<file path="config.mk">
export PLATFORM = sky130hd
export DESIGN_NAME = sig_ctrl_top
export DESIGN_NICKNAME = d
export VERILOG_FILES = /design/src/rtl/sigc_pkg.sv /design/src/rtl/sigc_sync.sv /design/src/rtl/sigc_timebase.sv /design/src/rtl/sigc_phase_fsm.sv /design/src/rtl/sigc_lamp_enc.sv /design/src/rtl/sig_ctrl_top.sv
export SDC_FILE = /design/constraint.sdc
export NUM_CORES = 1
export LEC_CHECK = 0
export BUFFER_PORTS_ARGS = -buffer_cell sky130_fd_sc_hd__buf_2
export CAP_MARGIN = 5
export CORE_ASPECT_RATIO = 0.8
export CORE_UTILIZATION = 45
export CTS_CLUSTER_SIZE = 25
export DETAILED_ROUTE_END_ITERATION = 10
export SYNTH_ARGS = -nofsm -noshare
export SYNTH_HDL_FRONTEND = slang
export SYNTH_SLANG_ARGS = --single-unit
export TNS_END_PERCENT = 100
</file>
<file path="constraint.sdc">
create_clock -name clk -period 2.55 [get_ports clk]
set_input_delay 0 -clock clk [delete_from_list [all_inputs] [get_ports clk]]
set_output_delay 0 -clock clk [all_outputs]
set_load 0.01 [all_outputs]
</file>
<file path="src/rtl/sigc_pkg.sv">
package sigc_pkg;
  typedef enum logic [1:0] {
    COL_RED = 2'd0,
    COL_YEL = 2'd1,
    COL_GRN = 2'd2
  } col_e;

  typedef enum logic [1:0] {
    ST_SERVE = 2'd0,
    ST_HOLD  = 2'd1,
    ST_AMBER = 2'd2
  } st_e;
endpackage

</file>
<file path="src/rtl/sigc_sync.sv">
module sigc_sync #(
  parameter int W = 4
) (
  input  logic         clk,
  input  logic         rst_n,
  input  logic [W-1:0] d_async,
  output logic [W-1:0] d_sync
);
  logic [W-1:0] meta_q;

  always_ff @(posedge clk) begin
    if (!rst_n) begin
      meta_q <= '0;
      d_sync <= '0;
    end else begin
      meta_q <= d_async;
      d_sync <= meta_q;
    end
  end
endmodule

</file>
<file path="src/rtl/sigc_timebase.sv">
module sigc_timebase #(
  parameter int TICKS_PER_SEC = 100_000_000
) (
  input  logic clk,
  input  logic rst_n,
  input  logic restart,
  output logic sec_tick,
  output logic blink_slow,
  output logic blink_fast
);
  localparam int EIGHTH   = TICKS_PER_SEC / 8;
  localparam int EIGHTH_W = (EIGHTH > 1) ? $clog2(EIGHTH) : 1;
  localparam int SEC_W    = (TICKS_PER_SEC > 1) ? $clog2(TICKS_PER_SEC) : 1;

  logic [EIGHTH_W-1:0] eighth_cnt;
  logic [2:0]          slot_q;
  logic [SEC_W-1:0]    sec_cnt;
  logic                eighth_wrap;

  assign eighth_wrap = (eighth_cnt == EIGHTH_W'(EIGHTH - 1));
  assign sec_tick    = (sec_cnt == SEC_W'(TICKS_PER_SEC - 1));

  // free-running flash dividers
  always_ff @(posedge clk) begin
    if (!rst_n) begin
      eighth_cnt <= '0;
      slot_q     <= '0;
      blink_fast <= 1'b0;
      blink_slow <= 1'b0;
    end else if (eighth_wrap) begin
      eighth_cnt <= '0;
      slot_q     <= slot_q + 3'd1;
      blink_fast <= ~blink_fast;
      if (slot_q[0]) blink_slow <= ~blink_slow;
    end else begin
      eighth_cnt <= eighth_cnt + 1'b1;
    end
  end

  // second divider, realigned on every state change
  always_ff @(posedge clk) begin
    if (!rst_n || restart || sec_tick) sec_cnt <= '0;
    else                               sec_cnt <= sec_cnt + 1'b1;
  end
endmodule

</file>
<file path="src/rtl/sigc_phase_fsm.sv">
module sigc_phase_fsm
  import sigc_pkg::*;
#(
  parameter int WAIT_SEC  = 5,
  parameter int AMBER_SEC = 10
) (
  input  logic clk,
  input  logic rst_n,
  input  logic req_ns,
  input  logic req_ew,
  input  logic sec_tick,
  output logic restart,
  output st_e  state,
  output col_e col_ns,
  output col_e col_ew
);
  localparam int MAXS   = (WAIT_SEC > AMBER_SEC) ? WAIT_SEC : AMBER_SEC;
  localparam int SECS_W = $clog2(MAXS + 1);

  st_e               state_n;
  logic              serve_ew, serve_ew_n;
  logic [SECS_W-1:0] secs;
  logic              red_req;
  col_e              served_col;

  assign red_req = serve_ew ? req_ns : req_ew;

  always_comb begin
    state_n    = state;
    serve_ew_n = serve_ew;
    unique case (state)
      ST_SERVE: if (red_req) state_n = ST_HOLD;
      ST_HOLD:  if (sec_tick && secs == SECS_W'(WAIT_SEC - 1)) state_n = ST_AMBER;
      ST_AMBER: if (sec_tick && secs == SECS_W'(AMBER_SEC - 1)) begin
        state_n    = ST_SERVE;
        serve_ew_n = ~serve_ew;
      end
      default:  state_n = ST_SERVE;
    endcase
  end

  assign restart = (state_n != state);

  always_ff @(posedge clk) begin
    if (!rst_n) begin
      state    <= ST_SERVE;
      serve_ew <= 1'b0;
      secs     <= '0;
    end else begin
      state    <= state_n;
      serve_ew <= serve_ew_n;
      if (restart)                          secs <= '0;
      else if (sec_tick && state != ST_SERVE) secs <= secs + 1'b1;
    end
  end

  assign served_col = (state == ST_AMBER) ? COL_YEL : COL_GRN;
  assign col_ns     = serve_ew ? COL_RED : served_col;
  assign col_ew     = serve_ew ? served_col : COL_RED;
endmodule

</file>
<file path="src/rtl/sigc_lamp_enc.sv">
module sigc_lamp_enc
  import sigc_pkg::*;
(
  input  col_e col,
  input  logic blink_slow,
  input  logic blink_fast,
  output logic lamp
);
  always_comb begin
    unique case (col)
      COL_GRN: lamp = 1'b1;
      COL_YEL: lamp = blink_slow;
      default: lamp = blink_fast;
    endcase
  end
endmodule

</file>
<file path="src/rtl/sig_ctrl_top.sv">
module sig_ctrl_top
  import sigc_pkg::*;
#(
  parameter int TICKS_PER_SEC = 100_000_000,
  parameter int WAIT_SEC      = 5,
  parameter int AMBER_SEC     = 10
) (
  input  logic       clk,
  input  logic       rst_n,
  input  logic [3:0] sensor,
  output logic [3:0] lamp
);
  localparam int NUM_APP = 4;

  logic [NUM_APP-1:0] sensor_s;
  logic               sec_tick, blink_slow, blink_fast, restart;
  st_e                state;
  col_e               col_ns, col_ew;
  col_e               app_col [NUM_APP];

  sigc_sync #(.W(NUM_APP)) u_sync (
    .clk(clk), .rst_n(rst_n), .d_async(sensor), .d_sync(sensor_s)
  );

  sigc_timebase #(.TICKS_PER_SEC(TICKS_PER_SEC)) u_tb (
    .clk(clk), .rst_n(rst_n), .restart(restart),
    .sec_tick(sec_tick), .blink_slow(blink_slow), .blink_fast(blink_fast)
  );

  sigc_phase_fsm #(.WAIT_SEC(WAIT_SEC), .AMBER_SEC(AMBER_SEC)) u_fsm (
    .clk(clk), .rst_n(rst_n),
    .req_ns(sensor_s[0] | sensor_s[1]),
    .req_ew(sensor_s[2] | sensor_s[3]),
    .sec_tick(sec_tick), .restart(restart), .state(state),
    .col_ns(col_ns), .col_ew(col_ew)
  );

  // bits 0,1 north/south phase, bits 2,3 east/west phase
  for (genvar a = 0; a < NUM_APP; a++) begin : g_app
    assign app_col[a] = (a < 2) ? col_ns : col_ew;
    sigc_lamp_enc u_enc (
      .col(app_col[a]), .blink_slow(blink_slow), .blink_fast(blink_fast),
      .lamp(lamp[a])
    );
  end
endmodule

</file>
**After elaboration in Yosys (flattened, before gate mapping)**

Index checks and enable logic that the tools add are counted.

- Bits in latches: 0
- Memory bits (writable): 0
- Memories: 0
- Input port bits: 6
- ROM bits: 0
- Register bits after elaboration: 71

- Add/subtract/negate cells: 4
- Equal/unequal tests: 11
- Magnitude comparators: 0
- Bitwise logic cells: 6
- Divide/modulo/power cells: 0
- Reduce and logical (&&, ||, !) cells: 12
- Shift-type cells: 0
- Multiplexer cells: 10
- Multipliers: 0

Operators by type and width:

| kind | number |
|---|---|
| adder 27 x 1 -> 27 bit (second input constant) | 1 |
| equality test 27 bit (second input constant) | 1 |
| adder 24 x 1 -> 24 bit (second input constant) | 1 |
| equality test 24 bit (second input constant) | 1 |
| two-way mux 2 bit | 6 |
| equality test 2 x 1 -> 1 bit (second input constant) | 3 |
| equality test 2 bit (second input constant) | 3 |
| case mux 2 bit (3 select lines) | 1 |
| adder 4 x 1 -> 4 bit (second input constant) | 1 |
| equality test 4 x 3 -> 1 bit (second input constant) | 1 |
| equality test 4 bit (second input constant) | 1 |
| NOT 1 bit | 4 |
| case mux 1 bit (2 select lines) | 2 |
| AND reduction 2 bit | 2 |
| OR reduction 2 bit | 2 |
| adder 3 x 1 -> 3 bit (second input constant) | 1 |
| logical AND 1 bit | 3 |
| logical NOT 2 bit | 1 |
| logical OR 1 bit | 2 |
| inequality test 2 bit | 1 |
| OR 1 bit | 2 |
| nonzero test 2 bit | 1 |
| logical NOT 1 bit | 1 |
| two-way mux 1 bit | 1 |

**Depth between registers and ports, before layout**

- Depth in word-level cells: 7
- Depth in mapped cells: 8
- Gate-level depth less buffers: 7

**Modules after synthesis**

Synthesis repeated with hierarchy kept, for this count alone.

- Cell total of the unflattened synthesis: 392
- Area, all modules: 3403.3 um2

By module, submodules not included:

| module | area an instance (um2) | cells each | instances |
|---|---|---|---|
| sigc_timebase | 2512.4 | 298 | 1 |
| sigc_phase_fsm | 452.9 | 48 | 1 |
| sigc_lamp_enc | 53.8 | 7 | 4 |
| sigc_sync | 210.2 | 16 | 1 |
| sig_ctrl_top | 12.5 | 2 | 1 |

**Worst setup path after synthesis**

Ideal clock, no wire load.

- Path type: flip-flop to flip-flop
- Start: register u_tb.sec_cnt[0]
- End: register u_fsm.serve_ew
- Buffers on the path: 1
- Path slack: 0.385 ns
- Cell stages (with the launch flop): 8
- Data arrival time: 2.051 ns
- Library setup time: 0.115 ns
- Data required time: 2.435 ns
- Period minus slack after synthesis: 2.165 ns
- Cell sequence: dfxtp_1 ha_1 and4_1 nand4_1 or4_4 buf_2 o31a_1 o21a_1

- Cells in the longest elaborated chain, start to end: 3

RTL lines:

| element | RTL line | source |
|---|---|---|
| from (decl) | sigc_timebase.sv:17 | `logic [SEC_W-1:0] sec_cnt;` |
| from (signal assigned) | sigc_timebase.sv:43 | `else sec_cnt <= sec_cnt + 1'b1;` |
| equality test 27 bit | sigc_timebase.sv:21 | `assign sec_tick = (sec_cnt == SEC_W'(TICKS_PER_SEC - 1));` |
| logical AND 1 bit | sigc_phase_fsm.sv:34 | `ST_AMBER: if (sec_tick && secs == SECS_W'(AMBER_SEC - 1)) begin` |
| AND reduction 2 bit (no source line) | n/a |  |
| to (signal assigned) | sigc_phase_fsm.sv:51 | `serve_ew <= serve_ew_n;` |
| to (decl) | sigc_phase_fsm.sv:21 | `logic serve_ew, serve_ew_n;` |

No other way between the ends.
A chain may end at the register's enable or synchronous reset.

**Worst setup path after layout**

- Start: register u_tb.sec_cnt[0]
- End: register u_fsm.secs[1]

- Cells in the longest elaborated chain, start to end: 6
- Elaborated cells on any way between the ends: 9
- Those cells by class: eq/ne: 2; mux: 3; reduce/logical: 4

RTL lines:

| element | RTL line | source |
|---|---|---|
| equality test 27 bit (*) | sigc_timebase.sv:21 |  |
| logical AND 1 bit, on equally long branches | sigc_phase_fsm.sv:34, sigc_phase_fsm.sv:33 |  |
| two-way mux 2 bit, on equally long branches | sigc_phase_fsm.sv:34, sigc_phase_fsm.sv:33 |  |
| case mux 2 bit (3 select lines) | sigc_phase_fsm.sv:31 | `unique case (state)` |
| inequality test 2 bit | sigc_phase_fsm.sv:42 | `assign restart = (state_n != state);` |
| OR reduction 2 bit (no source line) | n/a |  |
| to (signal assigned) | sigc_phase_fsm.sv:53 | `else if (sec_tick && state != ST_SERVE) secs <= secs + 1'b1;` |
| to (decl) | sigc_phase_fsm.sv:22 | `logic [SECS_W-1:0] secs;` |

Mark *: on every way between the ends. The rest lies on a longest branch, timed or not.

==> results_dict.tcl <==
set metrics [dict create \
    synth_nets 354 \
    synthCells 343 \
    synth_top_area_cell "dfxtp_1" \
    power.leakage_nw 1.20 \
    cts-root-buf "clkbuf_8" \
    final_nets 373 \
    grt_usage 0.173 \
    worst_pin_slew_ns 0.558 \
    grt_pass1_vias 2067 \
    hold_end "u_fsm.serve_ew$_SDFFE_PN0P_" \
    skew_ns 0.0105 \
    setup-tns-final_ns 0 \
    synth.top_cell.area_share 0.459 \
    p_int_mw 1.66 \
    io_pins 10 \
    reg2reg_slack_ns 0.16 \
    hp-start "rst_n" \
    start_kind "register" \
    clk_pin_slew_ns 0.07 \
    rsz0062_at_grt "no" \
    cts_inserted_buffers 9 \
    ys_async_sr_fraction 0 \
    synth_flop_cell "dfxtp_1" \
    power.total_mw 2.11 \
    worst_r2r_startpoint "u_tb.sec_cnt[0]$_SDFF_PP0_" \
    finish.utilization 0.531 \
    antenna_found_initial 0 \
    syn2layout_area_growth_pct 13.2 \
    drcViolationCount 0 \
    maxCapViolations 0 \
    post_cts_resized 0 \
    synth_edf_count 0 \
    endpoint_kind "register" \
    synth_area_leaders "dfxtp_1 (46%), xor2_1 (8.7%), nor2_1 (7.5%)" \
    grt_max_degree 20 \
    multiInputGateArea_um2 1520 \
    p_per_area_nw_per_um2 620 \
    ant_nets 0 \
    drt-pass1-iter-count 4 \
    status "complete, no violations" \
    routed_wl_mm 5.21 \
    synth-seq-cells 69 \
    switching_power_mw 0.447 \
    gp_congestion 0.747 \
    dp.cells 429 \
    ys_seq_area_frac 0.459 \
    setup_viol 0 \
    reg2reg_depth 6 \
    critPathKind "reg -> reg" \
    clock_power_share 0.448 \
    peakVddDrop_v 0.000282 \
    cp.arrival_ns 2.66 \
    drive_gt1_frac 0.104 \
    vias 2282 \
    final_common_cell "dfxtp_1" \
    synth_area_um2 3010 \
    synth_cell_type_count 37 \
    die-area_um2 7010 \
    core_um2 6410 \
    fin_crit_sh 0.938 \
    cp_max_fo 10 \
    final_cell_mix "dfxtp_1 (69), nor2_1 (60), xor2_1 (30)" \
    start_util 0.469 \
    max_slew_margin 0.624 \
    antennaDiodeCount 0 \
    hold_violations 0 \
    final_cells 450 \
    avgSynthCellArea_um2 8.77 \
    fillers 592 \
    gr-total-overflow 0 \
    grt_pass1_wl_mm 9.21 \
    power_frac_seq 0.523 \
    cp.required_ns 2.82 \
    cts_max_level 3 \
    hpwlAfterDp_mm 3.54 \
    cts_sinks 69 \
    die_x_um 93.4 \
    port_buffers 9 \
    switching_share 0.212 \
    min-delay-path-class "in -> reg" \
    fmax_mhz 418 \
    dieHeight_um 75.1 \
    hold_depth 2 \
    vias_per_cell 5.07 \
    slew_violations 0 \
    clock_latency_ns 0.35 \
    cts_buffer_depth 2 \
    drt_iter0_drc 59 \
    r2r_end "u_fsm.secs[1]$_SDFFE_PP0P_" \
    cts_tree "built" \
    min_period_ns 2.39 \
    wl_per_cell_um 11.6 \
    regArea_um2 1380 \
    yosysWarnings 0 \
    fp-row-count 26 \
    holdWs_ns 0.0217 \
    p_comb_frac 0.029 \
]
[cells by family (layout without fill, tap and decap cells)]
logic type / Yosys count / after routing / share of synthesized area
simple gates: 178 / 178 / 0.304
flops: 69 / 69 / 0.459
xor+xnor: 49 / 49 / 0.143
buf+inv: 23 / 46 / 0.0358
compound gates: 18 / 18 / 0.0337
fa+ha+maj: 5 / 5 / 0.0208
mux: 1 / 1 / 0.00333
[area by class of cell]
class	count	share of cell area
Clock buffer	9	0.0364
Clock inverter	6	0.0261
Inverter	9	0.00993
Multi-Input combinational cell	251	0.446
Sequential cell	69	0.406
Tap cell	84	0.0309
Timing Repair Buffer	22	0.0449
[what timing repair did]
| action | in CTS | in global routing |
|---|---|---|
| setup endpoints to repair | 0 | 1 |
| endpoints found under the hold margin | 4 | 0 |
| hold buffers | 4 | 0 |
| setup buffers | 0 | 2 |
[per-stage QoR]
| step | cell area [um2] | worst slack, ns |
|---|---|---|
| after floorplan | 3010 | 0.385 |
| after global placement | 3140 | 0.258 |
| after detailed placement | 3140 | 0.175 |
| after CTS | 3390 | 0.145 |
| after global routing | 3400 | 0.0118 |
| final | 3400 | 0.158 |
[sequential cells by signal, indices dropped and copies added, names as in the netlist, 2 cells and up]
register / flops
u_tb.sec_cnt: 27
u_fsm.state: 2
u_sync.meta_q: 4
u_fsm.secs: 4
u_tb.eighth_cnt: 24
u_sync.d_sync: 4
[synth_stat cells, drive strengths merged (2+ instances only)]
cell     n
dfxtp   69
xor2    30
and3     7
nand2b   3
nor3     8
and2    12
nand3   20
buf      9
a21oi    7
or4      5
nor4     6
and4     3
nor4b    2
xnor2   19
nand4   22
o21ai    7
clkbuf   5
ha       5
nor2    60
inv      9
or2      3
nand2   19
or3      2
[power by group through the flow]
stage / Clock, mW / Sequential (mW) / Combinational, mW
after floorplan: 0 / 1.13 / 0.0409
after global placement: 0 / 1.13 / 0.0581
after detailed placement: 0 / 1.13 / 0.0578
after CTS: 0.980 / 1.10 / 0.0628
after global routing: 1.03 / 1.10 / 0.0708
final: 0.945 / 1.10 / 0.0621
[how the worst max path moves through the flow]
| stage | end | from | slack [ns] |
|---|---|---|---|
| 6_report | u_fsm.secs[1]$_SDFFE_PP0P_ | u_tb.sec_cnt[0]$_SDFF_PP0_ | 0.16 |
| 5_1_grt | u_fsm.secs[3]$_SDFFE_PP0P_ | u_tb.sec_cnt[0]$_SDFF_PP0_ | 0.01 |
| 4_1_cts | u_fsm.secs[1]$_SDFFE_PP0P_ | u_tb.sec_cnt[0]$_SDFF_PP0_ | 0.15 |
| 3_5_place_dp | u_fsm.secs[2]$_SDFFE_PP0P_ | u_tb.sec_cnt[0]$_SDFF_PP0_ | 0.18 |
| 3_3_place_gp | u_fsm.secs[3]$_SDFFE_PP0P_ | u_tb.sec_cnt[0]$_SDFF_PP0_ | 0.26 |
| 2_1_floorplan | u_fsm.serve_ew$_SDFFE_PN0P_ | u_tb.sec_cnt[0]$_SDFF_PP0_ | 0.38 |
[per-layer routing]
layer | routed length, um | part of all wire | global-route usage
met2 | 2310 | 0.44 | 0.274
met4 | 80 | 0.015 | 0.0752
met5 | 0 | 0 | 0
met3 | 180 | 0.035 | 0.0667
met1 | 2640 | 0.51 | 0.212
[worst max-delay path: stages (launching register included)]
cell     delay (ns)
dfxtp_1        0.38
ha_1           0.24
and4_1         0.25
nand4_1        0.15
or4_4          0.63
or4b_1         0.53
a21oi_1        0.15
Note: power is estimated with default switching activity, not from simulation.
